<file path="src/rtl/fuse_rd_pkg.sv">
package fuse_rd_pkg;
  localparam int unsigned OFF_RDATA = 'h04;
  localparam int unsigned OFF_INDEX = 'h0C;
  localparam int unsigned OFF_CMD   = 'h10;
  localparam int unsigned OFF_STAT  = 'h14;
  localparam int unsigned OFF_RTIME = 'h24;

  localparam int unsigned CMD_START = 1;
  localparam int unsigned CMD_CLEAR = 2;

  // field order gives status bit positions 4..0
  typedef struct packed {
    logic done;
    logic prot;
    logic stby;
    logic busy;
    logic pgm;
  } stat_t;
endpackage

</file>
<file path="src/rtl/fuse_rd_regs.sv">
module fuse_rd_regs
  import fuse_rd_pkg::*;
#(
  parameter int unsigned ADDR_W   = 6,
  parameter int unsigned DATA_W   = 32,
  parameter int unsigned IDX_W    = 5,
  parameter int unsigned TIME_W   = 8,
  parameter int unsigned WORD_W   = 16,
  parameter int unsigned TIME_RST = 4
) (
  input  logic              clk,
  input  logic              rst_n,
  input  logic [ADDR_W-1:0] addr,
  input  logic              we,
  input  logic [DATA_W-1:0] wdata,
  input  stat_t             stat,
  input  logic [WORD_W-1:0] rd_word,
  output logic [DATA_W-1:0] rdata,
  output logic [IDX_W-1:0]  idx_q,
  output logic [TIME_W-1:0] time_q,
  output logic              start_p,
  output logic              clr_p
);
  localparam int unsigned STAT_W = $bits(stat_t);

  logic wr_index, wr_time, wr_cmd;
  logic unused_wbits;

  assign wr_index = we && (addr == ADDR_W'(OFF_INDEX));
  assign wr_time  = we && (addr == ADDR_W'(OFF_RTIME));
  assign wr_cmd   = we && (addr == ADDR_W'(OFF_CMD));

  assign start_p = wr_cmd && wdata[CMD_START];
  assign clr_p   = wr_cmd && wdata[CMD_CLEAR];

  assign unused_wbits = ^{wdata[DATA_W-1:TIME_W], wdata[0]};

  always_ff @(posedge clk or negedge rst_n) begin
    if (!rst_n) begin
      idx_q  <= '0;
      time_q <= TIME_W'(TIME_RST);
    end else begin
      if (wr_index) idx_q  <= wdata[IDX_W-1:0];
      if (wr_time)  time_q <= wdata[TIME_W-1:0];
    end
  end

  always_comb begin
    rdata = '0;
    case (addr)
      ADDR_W'(OFF_RDATA): rdata = {{(DATA_W-WORD_W){1'b0}}, rd_word};
      ADDR_W'(OFF_INDEX): rdata = {{(DATA_W-IDX_W){1'b0}}, idx_q};
      ADDR_W'(OFF_STAT):  rdata = {{(DATA_W-STAT_W){1'b0}}, stat};
      ADDR_W'(OFF_RTIME): rdata = {{(DATA_W-TIME_W){1'b0}}, time_q};
      default:            rdata = '0;
    endcase
  end
endmodule

</file>
<file path="src/rtl/fuse_rd_seq.sv">
module fuse_rd_seq #(
  parameter int unsigned IDX_W  = 5,
  parameter int unsigned TIME_W = 8,
  parameter int unsigned WORD_W = 16
) (
  input  logic              clk,
  input  logic              rst_n,
  input  logic              mod_en,
  input  logic              start_p,
  input  logic              clr_p,
  input  logic [IDX_W-1:0]  idx_q,
  input  logic [TIME_W-1:0] time_q,
  input  logic [WORD_W-1:0] fuse_word,
  output logic              busy,
  output logic              done,
  output logic              standby,
  output logic [WORD_W-1:0] data_q,
  output logic              fuse_rd_en,
  output logic [IDX_W-1:0]  fuse_idx
);
  logic [TIME_W-1:0] cnt;
  logic [TIME_W-1:0] first_cnt;
  logic [IDX_W-1:0]  idx_lat;
  logic              last;

  assign first_cnt  = (time_q == '0) ? '0 : time_q - 1'b1;
  assign last       = busy && (cnt == '0);
  assign standby    = mod_en && !busy;
  assign fuse_rd_en = busy;
  assign fuse_idx   = idx_lat;

  always_ff @(posedge clk or negedge rst_n) begin
    if (!rst_n) begin
      busy    <= 1'b0;
      done    <= 1'b0;
      cnt     <= '0;
      data_q  <= '0;
      idx_lat <= '0;
    end else if (!mod_en) begin
      busy <= 1'b0;
      done <= 1'b0;
      cnt  <= '0;
    end else if (busy) begin
      if (last) begin
        busy   <= 1'b0;
        done   <= 1'b1;
        data_q <= fuse_word;
      end else begin
        cnt <= cnt - 1'b1;
      end
    end else if (start_p) begin
      busy    <= 1'b1;
      done    <= 1'b0;
      cnt     <= first_cnt;
      idx_lat <= idx_q;
    end else if (clr_p) begin
      done <= 1'b0;
    end
  end


  done_on_last_chk: assert property (@(posedge clk) disable iff (!rst_n)
    (last && mod_en) |=> (!busy && done && data_q == $past(fuse_word)));


  done_sticky_chk: assert property (@(posedge clk) disable iff (!rst_n)
    (done && mod_en && !clr_p && !start_p) |=> done);


  abort_clear_chk: assert property (@(posedge clk) disable iff (!rst_n)
    !mod_en |=> (!busy && !done));


  data_hold_chk: assert property (@(posedge clk) disable iff (!rst_n)
    !(last && mod_en) |=> $stable(data_q));


  idx_hold_chk: assert property (@(posedge clk) disable iff (!rst_n)
    busy |=> $stable(fuse_idx));
endmodule

</file>
<file path="src/rtl/fuse_rd_ctrl.sv">
module fuse_rd_ctrl
  import fuse_rd_pkg::*;
#(
  parameter int unsigned ADDR_W   = 6,
  parameter int unsigned DATA_W   = 32,
  parameter int unsigned IDX_W    = 5,
  parameter int unsigned TIME_W   = 8,
  parameter int unsigned WORD_W   = 16,
  parameter int unsigned TIME_RST = 4
) (
  input  logic              clk,
  input  logic              rst_n,
  input  logic              mod_en,
  input  logic              prot_in,
  input  logic [ADDR_W-1:0] reg_addr,
  input  logic              reg_we,
  input  logic [DATA_W-1:0] reg_wdata,
  output logic [DATA_W-1:0] reg_rdata,
  output logic              fuse_rd_en,
  output logic [IDX_W-1:0]  fuse_idx,
  input  logic [WORD_W-1:0] fuse_word
);
  logic [IDX_W-1:0]  idx_q;
  logic [TIME_W-1:0] time_q;
  logic              start_p, clr_p;
  logic              busy, done, standby;
  logic [WORD_W-1:0] data_q;
  stat_t             stat;

  assign stat = '{done: done, prot: prot_in, stby: standby, busy: busy, pgm: 1'b0};

  fuse_rd_regs #(
    .ADDR_W(ADDR_W), .DATA_W(DATA_W), .IDX_W(IDX_W),
    .TIME_W(TIME_W), .WORD_W(WORD_W), .TIME_RST(TIME_RST)
  ) u_regs (
    .clk(clk), .rst_n(rst_n), .addr(reg_addr), .we(reg_we),
    .wdata(reg_wdata), .stat(stat), .rd_word(data_q), .rdata(reg_rdata),
    .idx_q(idx_q), .time_q(time_q), .start_p(start_p), .clr_p(clr_p)
  );

  fuse_rd_seq #(
    .IDX_W(IDX_W), .TIME_W(TIME_W), .WORD_W(WORD_W)
  ) u_seq (
    .clk(clk), .rst_n(rst_n), .mod_en(mod_en), .start_p(start_p),
    .clr_p(clr_p), .idx_q(idx_q), .time_q(time_q), .fuse_word(fuse_word),
    .busy(busy), .done(done), .standby(standby), .data_q(data_q),
    .fuse_rd_en(fuse_rd_en), .fuse_idx(fuse_idx)
  );


  stby_excl_chk: assert property (@(posedge clk) disable iff (!rst_n)
    !(fuse_rd_en && standby));


  start_accept_chk: assert property (@(posedge clk) disable iff (!rst_n)
    (start_p && standby) |=> (fuse_rd_en && fuse_idx == $past(idx_q)));
endmodule

</file>
<file path="config.mk">
export PLATFORM = sky130hd
export DESIGN_NAME = fuse_rd_ctrl
export DESIGN_NICKNAME = d
export VERILOG_FILES = /design/src/rtl/fuse_rd_pkg.sv /design/src/rtl/fuse_rd_regs.sv /design/src/rtl/fuse_rd_seq.sv /design/src/rtl/fuse_rd_ctrl.sv
export SDC_FILE = /design/constraint.sdc
export NUM_CORES = 1
export LEC_CHECK = 0
export CAP_MARGIN = 40
export CORE_AREA = 2 2 83 85
export DETAILED_ROUTE_END_ITERATION = 10
export DIE_AREA = 0 0 85 87
export PLACE_DENSITY = 0.76
export SLEW_MARGIN = 25
export SYNTH_ARGS = -nofsm -noshare
export SYNTH_HDL_FRONTEND = slang
export SYNTH_SLANG_ARGS = --single-unit
</file>
<file path="constraint.sdc">
create_clock -name clk -period 2.1 [get_ports clk]
set_clock_uncertainty 0.1 [all_clocks]
set_input_delay 0.21 -clock clk [delete_from_list [all_inputs] [get_ports clk]]
set_output_delay 0.21 -clock clk [all_outputs]
set_load 0.1 [all_outputs]
</file>
==> After elaboration in Yosys (flattened, before gate mapping) <==
Cells that the tools add are included.
{ "totals": {"reg_bits": 44, "latch_bits": 0, "ramBits": 0, "mem_bits_ro": 0, "wordCells": 48, "memories": 0} }
{ "op_classes": {"addsub": 2, "n_mul": 0, "div_mod_pow": 0, "n_lt_le_gt_ge": 0, "n_eq_ne": 9, "shifts": 0, "muxes": 15, "bitwise_logic": 1, "reduce_logical": 14} }
{ "op_table": {"columns": ["op", "count"], "rows": [
  ["16-bit case mux with 4 select lines", 1],
  ["8-bit 2-to-1 mux", 5],
  ["8-bit logical NOT", 2],
  ["8-bit by 1-bit subtractor with 8-bit output (second input constant)", 2],
  ["6-bit by 5-bit == test with 1-bit output (second input constant)", 2],
  ["1-bit 2-to-1 mux", 9],
  ["1-bit logical AND", 7],
  ["6-bit by 3-bit == test with 1-bit output (second input constant)", 1],
  ["6-bit by 4-bit == test with 1-bit output (second input constant)", 1],
  ["6-bit == test (second input constant)", 1],
  ["3-bit inequality test (second input constant)", 2],
  ["3-bit AND reduction", 2],
  ["4-bit by 1-bit inequality test with 1-bit output (second input constant)", 1],
  ["2-bit AND reduction", 2],
  ["3-bit by 1-bit inequality test with 1-bit output (second input constant)", 1],
  ["1-bit logical NOT", 1],
  ["1-bit NOT", 1]
]} }

==> Depth between registers and ports, before layout <==
Gate-level depths: netlist of the first run.
{ "depth": {"depth_word": 7, "ltp_mapped": 7, "depth_no_buf": 6} }

==> By module <==
A second synthesis of the first run with hierarchy kept.
{ "unflattened": {"hier_cells": 225, "hier_area_um2": 2611.3} }
{ "by_module_without_submodules": {"columns": ["module", "instances", "cells_each", "area_per_inst_um2", "seq_area_each_um2"], "rows": [
  ["fuse_rd_seq", 1, 139, 1682.9, 775.7],
  ["fuse_rd_regs", 1, 85, 924.6, 326.6],
  ["fuse_rd_ctrl", 1, 1, 3.8, 0.0]
]} }

==> Worst setup path after synthesis of the first run <==
No wires, ideal clock.
{ "synth_timing": {"kind": "input-to-output", "from": "input port reg_addr[5]", "to": "output port reg_rdata[0]", "arrival_ns": 3.326, "t_required_ns": 1.790, "slack_ns": -1.536, "path_stages": 3, "n_path_buf": 1, "cell_sequence": "or4b_2 -> buf_2 -> o31ai_1"} }
{ "synth_between": {"elab_chain_len": 2, "elab_cells_between_ends": 5} }
{ "synth_rtl": {"columns": ["item", "line", "source"], "rows": [
  ["start: declaration", "fuse_rd_ctrl.sv:15", "input logic [ADDR_W-1:0] reg_addr,"],
  ["6-bit == test, or another cell as far along", "fuse_rd_regs.sv:50", "case (addr)"],
  ["16-bit case mux with 4 select lines (*)", "fuse_rd_regs.sv:50", null],
  ["end: declaration", "fuse_rd_ctrl.sv:18", "output logic [DATA_W-1:0] reg_rdata,"]
]} }
Mark *: on every way between the ends. The rest lies on a longest branch, timed or not.

==> Final worst setup path of the first run <==
{ "layout_timing": {"from": "register u_seq.cnt[2]", "to": "register u_seq.data_q[11]"} }
{ "layout_between": {"elab_chain_len": 3} }
{ "layout_rtl": {"columns": ["item", "line", "source"], "rows": [
  ["start: declaration", "fuse_rd_seq.sv:21", "logic [TIME_W-1:0] cnt;"],
  ["start signal: assignment", "fuse_rd_seq.sv:49", "cnt <= cnt - 1'b1;"],
  ["start signal: assignment", "fuse_rd_seq.sv:54", "cnt <= first_cnt;"],
  ["8-bit logical NOT", "fuse_rd_seq.sv:27", "assign last = busy && (cnt == '0);"],
  ["1-bit logical AND", "fuse_rd_seq.sv:27", null],
  ["3-bit AND reduction (no line)", null, null],
  ["end signal: assignment", "fuse_rd_seq.sv:47", "data_q <= fuse_word;"],
  ["end: declaration", "fuse_rd_seq.sv:17", "output logic [WORD_W-1:0] data_q,"]
]} }
Every way passes these cells.
A chain may end at the register's enable or synchronous reset.

==> results of run 1 <==
placed cells by master (no fill, tap or decap), types with 4 or more instances in the layout:
cell type and count:
buf_4 40, buf_6 6, nor4_1 4, clkbuf_8 5
conb_1 16, a221o_2 4, mux2_4 16, and2_4 5
dfrtp_1 42, nor2_1 7, o221a_2 4, buf_12 18
xnor2_1 5, mux2_2 17, nand2_1 5, nor3_1 5
ha_1 4, clkdlybuf4s50_1 27, inv_1 6
critical path, cell delays in order (launching register included):
cell and delay [ns]:
dfrtp_1 0.39, or4_4 0.57, nor4_4 0.26, buf_4 0.19
clkbuf_16 0.14, mux2_4 0.30
state kept, by name, indices dropped and copies added (netlist names):
register        cells
u_regs.idx_q        5
u_regs.time_q       8
u_seq.busy          1
u_seq.cnt           8
u_seq.data_q       16
u_seq.done          1
u_seq.fuse_idx      5
per-layer routing:
layer	vias to the layer above	track usage [%]	part of all wire, %
li1	977	-	-
met1	1035	23.4	42
met2	69	34.6	53
met3	7	3.32	4.5
met4	0	4.04	0.72
met5	-	0	0
worst max-delay path by stage:
stage / cells after the start / to
floorplan: 5 / reg_rdata[13]
global placement: 5 / u_regs.idx_q[1]
detailed placement: 5 / u_regs.idx_q[3]
CTS: 7 / reg_rdata[1]
global route: 5 / u_seq.data_q[11]
finish: 5 / u_seq.data_q[11]
power breakdown:
group | total, mW | internal (mW) | switching (mW)
Sequential | 0.948 | 0.899 | 0.0483
Combinational | 0.525 | 0.220 | 0.305
Clock | 0.636 | 0.353 | 0.282
Total | 2.11 | 1.47 | 0.636
metrics by stage:
stage	TNS (ns)	setup WS (ns)	util [%]
after global placement	-9.26	-0.304	55.5
after global routing	-0.344	-0.0412	60.0
after detailed placement	-10.24	-0.325	55.5
final	0	0.0274	60.0
after CTS	0	0.000609	58.5
after floorplan	-3.12	-0.269	-
layout make-up:
type	instances	area share, %
clock buffer	6	1.84
tap	80	2.54
clock inverter	2	0.889
multi-input combinational	157	37.4
timing repair buffer	101	28.6
inverter	7	0.667
sequential	44	28.1
synth_stat cells (all sizes together), types with 3 or more instances:
library cell   n  area, sq um
ha             4         50.1
a221o          4         40.0
nor2           7         26.3
a22o           3         26.3
xnor2          5         43.8
dfrtp         43         1080
or4b           3         33.8
o31ai          3         22.5
nor4           7         88.8
nor3           8         67.6
a22oi          3         22.5
or4            3         26.3
buf           20          153
o221a          4         45.0
a31oi          3         18.8
inv            7         26.3
and2           9         56.3
nand2          6         25.0
mux2          33          372
logic make-up after synthesis:
| group | after synthesis |
|---|---|
| buffers and inverters | 29 |
| XOR/XNOR | 7 |
| other | 1 |
| adder cells (fa/ha/maj) | 4 |
| flip-flops | 44 |
| AND/OR/NAND/NOR | 58 |
| AO/OA/AOI/OAI | 37 |
| multiplexers | 35 |
timing repair:
action / in CTS / in global routing
hold buffers: 1 / 0
buffers inserted: 3 / 1
hold endpoints to repair: 20 / 0
gates cloned: 1 / 1
pin swaps: 6 / 6
gates resized for setup: 12 / 20
endpoints found under the setup margin: 31 / 36
==> summary.md, run 1 <==
| Metric | Value |
|---|---|
| Result of the run | `finished clean` |
| Xor/xnor share of the synthesized area | `2.41%` |
| Fillers | `roughly 500` |
| Crit path launch type | `flip-flop` |
| CP Class | `flip-flop to flip-flop` |
| Static Leakage | `1.81 nW` |
| Site Rows | `30` |
| Finished Cell Area | `3940 sq um` |
| Routed Antenna Nets | `0` |
| Post-synthesis mux area share | `15.4%` |
| Syn_area_per_cell | `between 10 and 15 sq um` |
| Die W | `85 microns` |
| Critical Path AT | `2.15 ns` |
| Fin. Hold Viols | `0` |
| CTS buffer count | `5` |
| Multi-input logic area | `1470 sq um` |
| Max Root-Sink Buffers | `2` |
| Final period util | `98.7%` |
| H-tree Lvls | `2` |
| Post-synthesis sequential area ratio | `43.3%` |
| WL/cell | `17.0 microns` |
| Simple-gate share of the synthesized area | `between 10% and 20%` |
| Share of cells above drive strength 1 | `47.6%` |
| DIE AREA | `7400 sq um` |
| WHS | `0.309 ns` |
| Layout Area Growth over Synthesis | `54.8%` |
| Latest clock arrival within the worst-skew pair | `0.29 ns` |
| Initial core utilization | `38.7%` |
| Reg2reg end | `u_seq.data_q[11]` |
| Max Freq | `between 400 and 500 MHz` |
| Minimum clock period | `just over 2 ns` |
| Post-synth EDFFs | `0` |
| Synth Flop Type | `dfrtp_1` |
| Crit-path max FO | `4` |
| Pwr Total | `2.11 mW` |
| Largest family of logic cells by synthesized area | `simple AND/OR/NAND/NOR gates` |
| Clock transition at path regs | `0.08 ns` |
| Post-Syn Instances | `215` |
| GPL Wtd Cong | `roughly 0.91` |
| Unrepaired setup endpoints after global routing | `true` |
| Yosys cell types | `55` |
| Io pins | `97` |
| Max-cap viol count | `0` |
| Drt via density | `5.26` |
| Antenna violations before repair | `0` |
| CTS tree | `done` |
| Pins Over Slew Limit | `0` |
| PD cells | `535 nW/um^2` |
| FF/Latch Area | `1110 sq um` |
| DRT Pass-1 Iters | `4` |
| Cell Area, Placed | `3640 sq um` |
| Post-synthesis compound-gate area fraction | `12.3%` |
| Core Region | `6570 sq um` |
| Die Height | `approximately 87 microns` |
| Async SR Flop Fraction | `100%` |
| #FFs+latches synth | `44` |
| All-layer global routing usage | `about a fifth` |
| YS warnings | `0` |
| Ant. Diodes | `0` |
| Post-Layout Cell Count | `~400` |
| Vias in the first global route | `2,213` |
| Crit. Startpoint | `u_seq.cnt[2]` |
| Clock Sinks | `44` |
| Reg2reg path depth | `5` |
| Clk root buf | `clkbuf_8` |
| Routed vias | `2,088` |
| Overflow after GRT | `0` |
| First-pass GRT wire length | `11,100 microns` |
| Setup crit end kind | `flip-flop` |
| Area share of fa/ha/maj cells after synthesis | `under 10%` |
| I/O Buffers | `56` |
| Worst slew pin tran | `0.547 ns` |
| Inst Count DP | `382` |
| Max_slew headroom | `between 60% and 70%` |
| WL final | `6760 microns` |
| Critical Path RT | `2.18 ns` |
| Mapped cell area | `around 2500 sq um` |
| Nets | `379` |
| Worst r2r src | `u_seq.cnt[2]` |
| Setup violators final | `0` |
| R2R setup slack | `around 0.027 ns` |
| Maximum vdd ir drop | `444 uV` |
| Starting DRT DRC Count | `91` |
| DP HPWL | `a little over 5000 microns` |
| Largest net degree at the start of global routing | `25` |
| Worst Hold Class | `input port to asynchronous set/reset pin` |
| DRC | `0` |
Power figures use the tool's default switching activity.
==> run 2: changes to the inputs <==
==> constraint.sdc (replaced) <==
create_clock -name clk -period 1.9 [get_ports clk]
set_clock_uncertainty 0.1 [all_clocks]
set_input_delay 0.19 -clock clk [delete_from_list [all_inputs] [get_ports clk]]
set_output_delay 0.19 -clock clk [all_outputs]
set_load 0.1 [all_outputs]
==> run 2 against run 1 <==
  * The run now ends with negative setup slack left
  * Via count rose by 3.4%
  * Highest routed layer unchanged
  * Non-clock buffer count up 7
  * Utilization rose by 2.1 points
  * Cell area grew 3.4%
  * Critical path type unchanged
==> summary.md, run 2 (same netlist as run 1, synthesis figures left out) <==
| Metric | Value |
|---|---|
| CTS tree | `done` |
| Setup crit end kind | `flip-flop` |
| Core Region | `6570 sq um (unchanged)` |
| Routed Antenna Nets | `0 (unchanged)` |
| Result of the run | `finished, violations left` |
| Crit path launch type | `flip-flop` |
| Initial core utilization | `38.7% (unchanged)` |
| Minimum clock period | `2.09 ns (+0.0221 ns)` |
| Latest clock arrival within the worst-skew pair | `0.30 ns (about the same)` |
| Fillers | `502 (+0.80%)` |
| Vias in the first global route | `2,369 (+7.0%)` |
| GPL Wtd Cong | `0.850 (-6.6%)` |
| DP HPWL | `5000 microns (-1.2%)` |
| DRC | `0 (unchanged)` |
| All-layer global routing usage | `19.1% (+0.16 points)` |
| Maximum vdd ir drop | `389 uV (-12%)` |
| Total negative setup slack | `-3.74 ns (-3.74 ns)` |
| Largest Register | `u_seq.data_q` |
| Starting DRT DRC Count | `111 (+22%)` |
| Max reg flops | `16 (unchanged)` |
| H-tree Lvls | `2 (unchanged)` |
| Io pins | `97 (unchanged)` |
| Hold path cells | `4` |
| Largest net degree at the start of global routing | `24 (-4.0%)` |
| Reg2reg path depth | `6 (+1)` |
| I/O Buffers | `56 (unchanged)` |
| DIE AREA | `7400 sq um (unchanged)` |
| Layout Area Growth over Synthesis | `60.1%` |
| Site Rows | `30 (unchanged)` |
| WL final | `7000 microns (+3.5%)` |
| Pre-CTS WS | `-0.376 ns (-0.0518 ns)` |
| Overflow after GRT | `0 (unchanged)` |
| Ant. Diodes | `0 (unchanged)` |
| Max_slew headroom | `60.6% (-2.6 points)` |
| Max Root-Sink Buffers | `2 (unchanged)` |
| Unrepaired setup endpoints after global routing | `true` |
| PD cells | `563 nW/um^2 (+5.2%)` |
| Worst slew pin tran | `0.591 ns (+0.0440 ns)` |
| Critical Path AT | `2.18 ns (+0.03 ns)` |
| Worst Hold Class | `input port to flip-flop` |
| Nets | `387 (+2.1%)` |
| Drt via density | `5.33 (+1.4%)` |
| Fin. Hold Viols | `0 (unchanged)` |
| FF/Latch Area | `1110 sq um (unchanged)` |
| Max Freq | `477 MHz (-1.1%)` |
| DRT Pass-1 Iters | `4 (unchanged)` |
| Most frequent cells in the layout | `46 x buf_4, 42 x dfrtp_1, 31 x mux2_2, 27 x clkdlybuf4s50_1, 23 x buf_12` |
| Multi-input logic area | `1540 sq um (+4.8%)` |
| Max-cap viol count | `0 (unchanged)` |
| CP Class | `flip-flop to flip-flop` |
| Final WS setup | `-0.195 ns (-0.222 ns)` |
| Util after Layout | `62.0% (+2.1 points)` |
| Clock transition at path regs | `0.09 ns (about the same)` |
| Antenna violations before repair | `0 (unchanged)` |
| Top Registers | `u_seq.data_q (16), u_regs.time_q (8), u_seq.cnt (8)` |
| Share of cells above drive strength 1 | `55.1% (+7.4 points)` |
| First-pass GRT wire length | `11,100 microns (+0.31%)` |
| Routed vias | `2,160 (+3.4%)` |
| Pins Over Slew Limit | `0 (unchanged)` |
| Setup violators final | `27 (+27)` |
| Clk root buf | `clkbuf_8` |
| Die W | `85 microns (unchanged)` |
| Commonest non-fill, non-tap cell in the layout | `buf_4` |
| Clock Sinks | `44 (unchanged)` |
| Crit-path max FO | `17 (+13)` |
| Die Height | `87 microns (unchanged)` |
| Critical Path RT | `1.98 ns (-0.20 ns)` |
| Violated checks | `negative setup slack` |
| Final period util | `110% (+12 points)` |
| WL/cell | `17.3 microns (+1.5%)` |
| Static Leakage | `1.86 nW (+2.5%)` |
| CTS buffer count | `5 (unchanged)` |
| WHS | `0.303 ns (-0.00596 ns)` |
==> run 2: final timing paths <==
path                                   start                end  slack, ns
min in group asynchronous              rst_n       u_seq.cnt[6]       0.32
max in group asynchronous              rst_n   u_regs.time_q[2]       0.78
max                             u_seq.cnt[0]    u_seq.data_q[4]      -0.19
min                              reg_addr[1]         u_seq.done       0.30
max reg2reg                     u_seq.cnt[0]    u_seq.data_q[4]      -0.19
min reg2reg                u_seq.fuse_idx[4]  u_seq.fuse_idx[4]       0.41
==> run 2: through the flow <==
| stage | cell area [sq um] | std cells | power (mW) |
|---|---|---|---|
| 2_1_floorplan | 2750 | 230 | 1.43 |
| 3_3_place_gp | 3770 | 387 | 1.62 |
| 3_5_place_dp | 3770 | 387 | 1.64 |
| 4_1_cts | 4030 | 403 | 2.28 |
| 5_1_grt | 4080 | 405 | 2.39 |
| 6_report | 4080 | 405 | 2.29 |
==> run 2: area by class of cell <==
| cell class | instances | area share [%] |
|---|---|---|
| Multi-Input combinational cell | 158 | 37.9 |
| Timing Repair Buffer | 108 | 29.5 |
| Sequential cell | 44 | 27.1 |
| Tap cell | 80 | 2.46 |
| Clock buffer | 6 | 2.03 |
| Inverter | 7 | 0.737 |
| Clock inverter | 2 | 0.246 |
==> run 2: per-layer routing <==
layer	track usage (%)	up-vias	share of wire (%)
met5	0	-	0
met4	6.35	0	1.3
met3	3.60	12	4.5
met2	36.1	69	54
met1	21.5	1090	40
li1	-	989	-
==> run 2: critical path, stage by stage, from the launching register on <==
cell	delay, ns
dfrtp_1	0.40
inv_2	0.06
ha_1	0.13
or3b_4	0.40
nor4_4	0.33
buf_12	0.21
mux2_2	0.35
==> run 2: power breakdown <==
| group | switching [mW] | total, mW | internal, mW |
|---|---|---|---|
| Sequential | 0.0612 | 1.05 | 0.994 |
| Clock | 0.334 | 0.625 | 0.291 |
| Combinational | 0.355 | 0.615 | 0.259 |
==> run 2: timing repair <==
item,CTS,global route
resized for setup,40,9
setup buffers,6,2
hold buffers,1,0
endpoints found under the setup margin,47,32
cloned,2,0
endpoints found under the hold margin,22,0
pin swaps,15,7
==> run 3: changes to the inputs <==
==> constraint.sdc (replaced) <==
create_clock -name clk -period 1.9 [get_ports clk]
set_clock_uncertainty 0.1 [all_clocks]
set_input_delay 0.19 -clock clk [delete_from_list [all_inputs] [get_ports clk]]
set_output_delay 0.19 -clock clk [all_outputs]
set_load 0.01 [all_outputs]
==> run 3 against run 2 <==
  * The run still ends with negative setup slack left
  * Count of clock-buffer cells in the layout unchanged
  * Worst setup slack improved by 0.027 ns
  * Sequential cell count unchanged
  * Critical path type unchanged
  * Largest cell class unchanged
==> summary.md, run 3 (same netlist as run 1, synthesis figures left out) <==
| Metric | Value |
|---|---|
| Result of the run | `finished, violations left` |
| Violated checks | `negative setup slack` |
| Multi-input logic area | `1480 sq um (-4.0%)` |
| Static Leakage | `1.77 nW (-4.7%)` |
| Latest clock arrival within the worst-skew pair | `0.30 ns (about the same)` |
| Unrepaired setup endpoints after global routing | `true` |
| Layout Area Growth over Synthesis | `47.9%` |
| Pins Over Slew Limit | `0 (unchanged)` |
| Top Registers | `u_seq.data_q (16), u_regs.time_q (8), u_seq.cnt (8)` |
| Io pins | `97 (unchanged)` |
| Overflow after GRT | `0 (unchanged)` |
| Worst Path Buf+Inv | `2 (unchanged)` |
| Final period util | `109% (-1.4 points)` |
| Cell Area, Placed | `3470 sq um (-8.0%)` |
| Critical Path AT | `2.16 ns (-0.02 ns)` |
| CTS tree | `done` |
| Maximum vdd ir drop | `356 uV (-8.5%)` |
| Max Freq | `484 MHz (+1.3%)` |
| Max incr delay on CP | `0.57 ns (+0.17 ns)` |
| Finished Cell Area | `3760 sq um (-7.6%)` |
| FF/Latch Area | `1100 sq um (-0.34%)` |
| CP Depth | `5 (-1)` |
| Max-cap viol count | `0 (unchanged)` |
| Max_slew headroom | `61.6% (+0.99 points)` |
| DP HPWL | `4920 microns (-1.5%)` |
| Fin. Hold Viols | `0 (unchanged)` |
| Clk root buf | `clkbuf_8` |
| Pre-CTS WS | `-0.801 ns (-0.424 ns)` |
| Site Rows | `30 (unchanged)` |
| CP cell instances | `or4_4 -> nor4_4 -> buf_4 -> clkbuf_16 -> mux2_4` |
| Reg2reg path depth | `5 (-1)` |
| I/O Buffers | `56 (unchanged)` |
| PD cells | `585 nW/um^2 (+4.0%)` |
| CP Class | `flip-flop to flip-flop` |
| Most frequent cells in the layout | `46 x buf_4, 43 x dfrtp_1, 33 x clkdlybuf4s50_1, 19 x buf_2, 17 x mux2_2` |
| DRT Pass-1 Iters | `4 (unchanged)` |
| Largest net degree at the start of global routing | `45 (+88%)` |
| Die W | `85 microns (unchanged)` |
| Setup crit end kind | `flip-flop` |
| R2R setup slack | `-0.17 ns (+0.03 ns)` |
| First-pass GRT wire length | `10,400 microns (-6.7%)` |
| Setup violators final | `22 (-19%)` |
| Clock Sinks | `44 (unchanged)` |
| CTS buffer count | `5 (unchanged)` |
| All-layer global routing usage | `18.0% (-1.1 points)` |
| Hold path cells | `4 (unchanged)` |
| H-tree Lvls | `2 (unchanged)` |
| Starting DRT DRC Count | `102 (-8.1%)` |
| Max reg flops | `16 (unchanged)` |
| Total negative setup slack | `-2.74 ns (+1.00 ns)` |
| Crit-path max FO | `8 (-9)` |
| Util after Layout | `57.3% (-4.7 points)` |
| Largest Register | `u_seq.data_q` |
| Vias in the first global route | `2,225 (-6.1%)` |
| WL/cell | `17.6 microns (+1.8%)` |
| Fillers | `548 (+9.2%)` |
| WHS | `0.325 ns (+0.0212 ns)` |
| Final WS setup | `-0.168 ns (+0.0270 ns)` |
| Routed Antenna Nets | `0 (unchanged)` |
| Commonest non-fill, non-tap cell in the layout | `buf_4` |
| Drt via density | `5.22 (-2.2%)` |
| Crit. Startpoint | `u_seq.cnt[3]` |
| Routed vias | `2,123 (-1.7%)` |
| Crit path to | `u_seq.data_q[8]` |
| Reg2reg end | `u_seq.data_q[8]` |
| Clock transition at path regs | `0.09 ns (about the same)` |
| WL final | `7160 microns (+2.3%)` |
| Worst r2r src | `u_seq.cnt[3]` |
| Critical Path RT | `1.99 ns (about the same)` |
| Ant. Diodes | `0 (unchanged)` |
| Share of cells above drive strength 1 | `46.2% (-8.9 points)` |
| Crit path launch type | `flip-flop` |
| Slowest stage cell, crit path | `or4_4` |
| Nets | `389 (+0.52%)` |
| Initial core utilization | `38.7% (unchanged)` |
| Worst slew pin tran | `0.576 ns (-0.0149 ns)` |
| Antenna violations before repair | `0 (unchanged)` |
| DIE AREA | `7400 sq um (unchanged)` |
| Die Height | `87 microns (unchanged)` |
| Max Root-Sink Buffers | `2 (unchanged)` |
| DRC | `0 (unchanged)` |
| Worst Hold Class | `input port to flip-flop` |
| GPL Wtd Cong | `0.962 (+13%)` |
| Core Region | `6570 sq um (unchanged)` |
| Minimum clock period | `2.07 ns (-0.0270 ns)` |
| Crit path max-delay family | `simple AND/OR/NAND/NOR gates` |
[run 3: cell types whose count changed in the layout (fill, tap and decap cells not counted), sizes merged]
cell,delta
clkdlybuf4s15,+1
clkinvlp,-1
clkbuf,+1
clkinv,-1
inv,+1
clkdlybuf4s50,+6
bufinv,+1
buf,-6
[run 3: worst reg2reg max path: cells and delay by family, from the launching register on]
family | cells | cell delay (ns)
and+or+nand+nor | 2 | 0.80
DFF | 1 | 0.38
buffers and inverters | 2 | 0.38
muxes | 1 | 0.31
[run 3: where the power goes]
| group | total (mW) | switching (mW) | internal (mW) | leakage [nW] |
|---|---|---|---|---|
| logic | 0.434 | 0.192 | 0.241 | 1.13 |
| clock network | 0.721 | 0.330 | 0.391 | 0.0552 |
| registers | 1.05 | 0.0558 | 0.994 | 0.582 |
| total | 2.20 | 0.578 | 1.63 | 1.77 |
[run 3: how the worst min path moves through the flow]
stage,startpoint,endpoint
after detailed placement,rst_n,u_seq.data_q[4]
after global placement,rst_n,u_seq.data_q[4]
after CTS,reg_addr[2],u_seq.done
final,reg_addr[2],u_seq.done
after global routing,reg_addr[2],u_seq.done
after floorplan,rst_n,u_regs.idx_q[0]
[run 3: cell type report]
class,count,share of cell area (%)
clock buffers,6,1.93
clock inverters,2,0.931
inverters,7,0.698
multi-input cells,158,39.4
flip-flops and latches,44,29.3
well taps,80,2.66
repair buffers,110,25.1
[run 3: metal layers]
metal | share of wire (%) | global-route usage (%)
met3 | 5.2 | 4.17
met1 | 42 | 20.4
met5 | 0 | 0
met4 | 2.8 | 9.67
met2 | 50 | 31.4
[run 3: per-stage QoR]
step / power [mW] / cells
finish: 2.20 / 407
global route: 2.29 / 407
CTS: 2.18 / 403
detailed placement: 1.46 / 388
global placement: 1.45 / 388
floorplan: 1.27 / 230
[run 3: what timing repair did]
item | in CTS | in global routing
hold buffers | 1 | 0
gates cloned | 2 | 1
pin swaps | 5 | 9
resized for setup | 92 | 29
setup endpoints to repair | 51 | 42
setup buffers | 4 | 3
hold endpoints to repair | 43 | 0
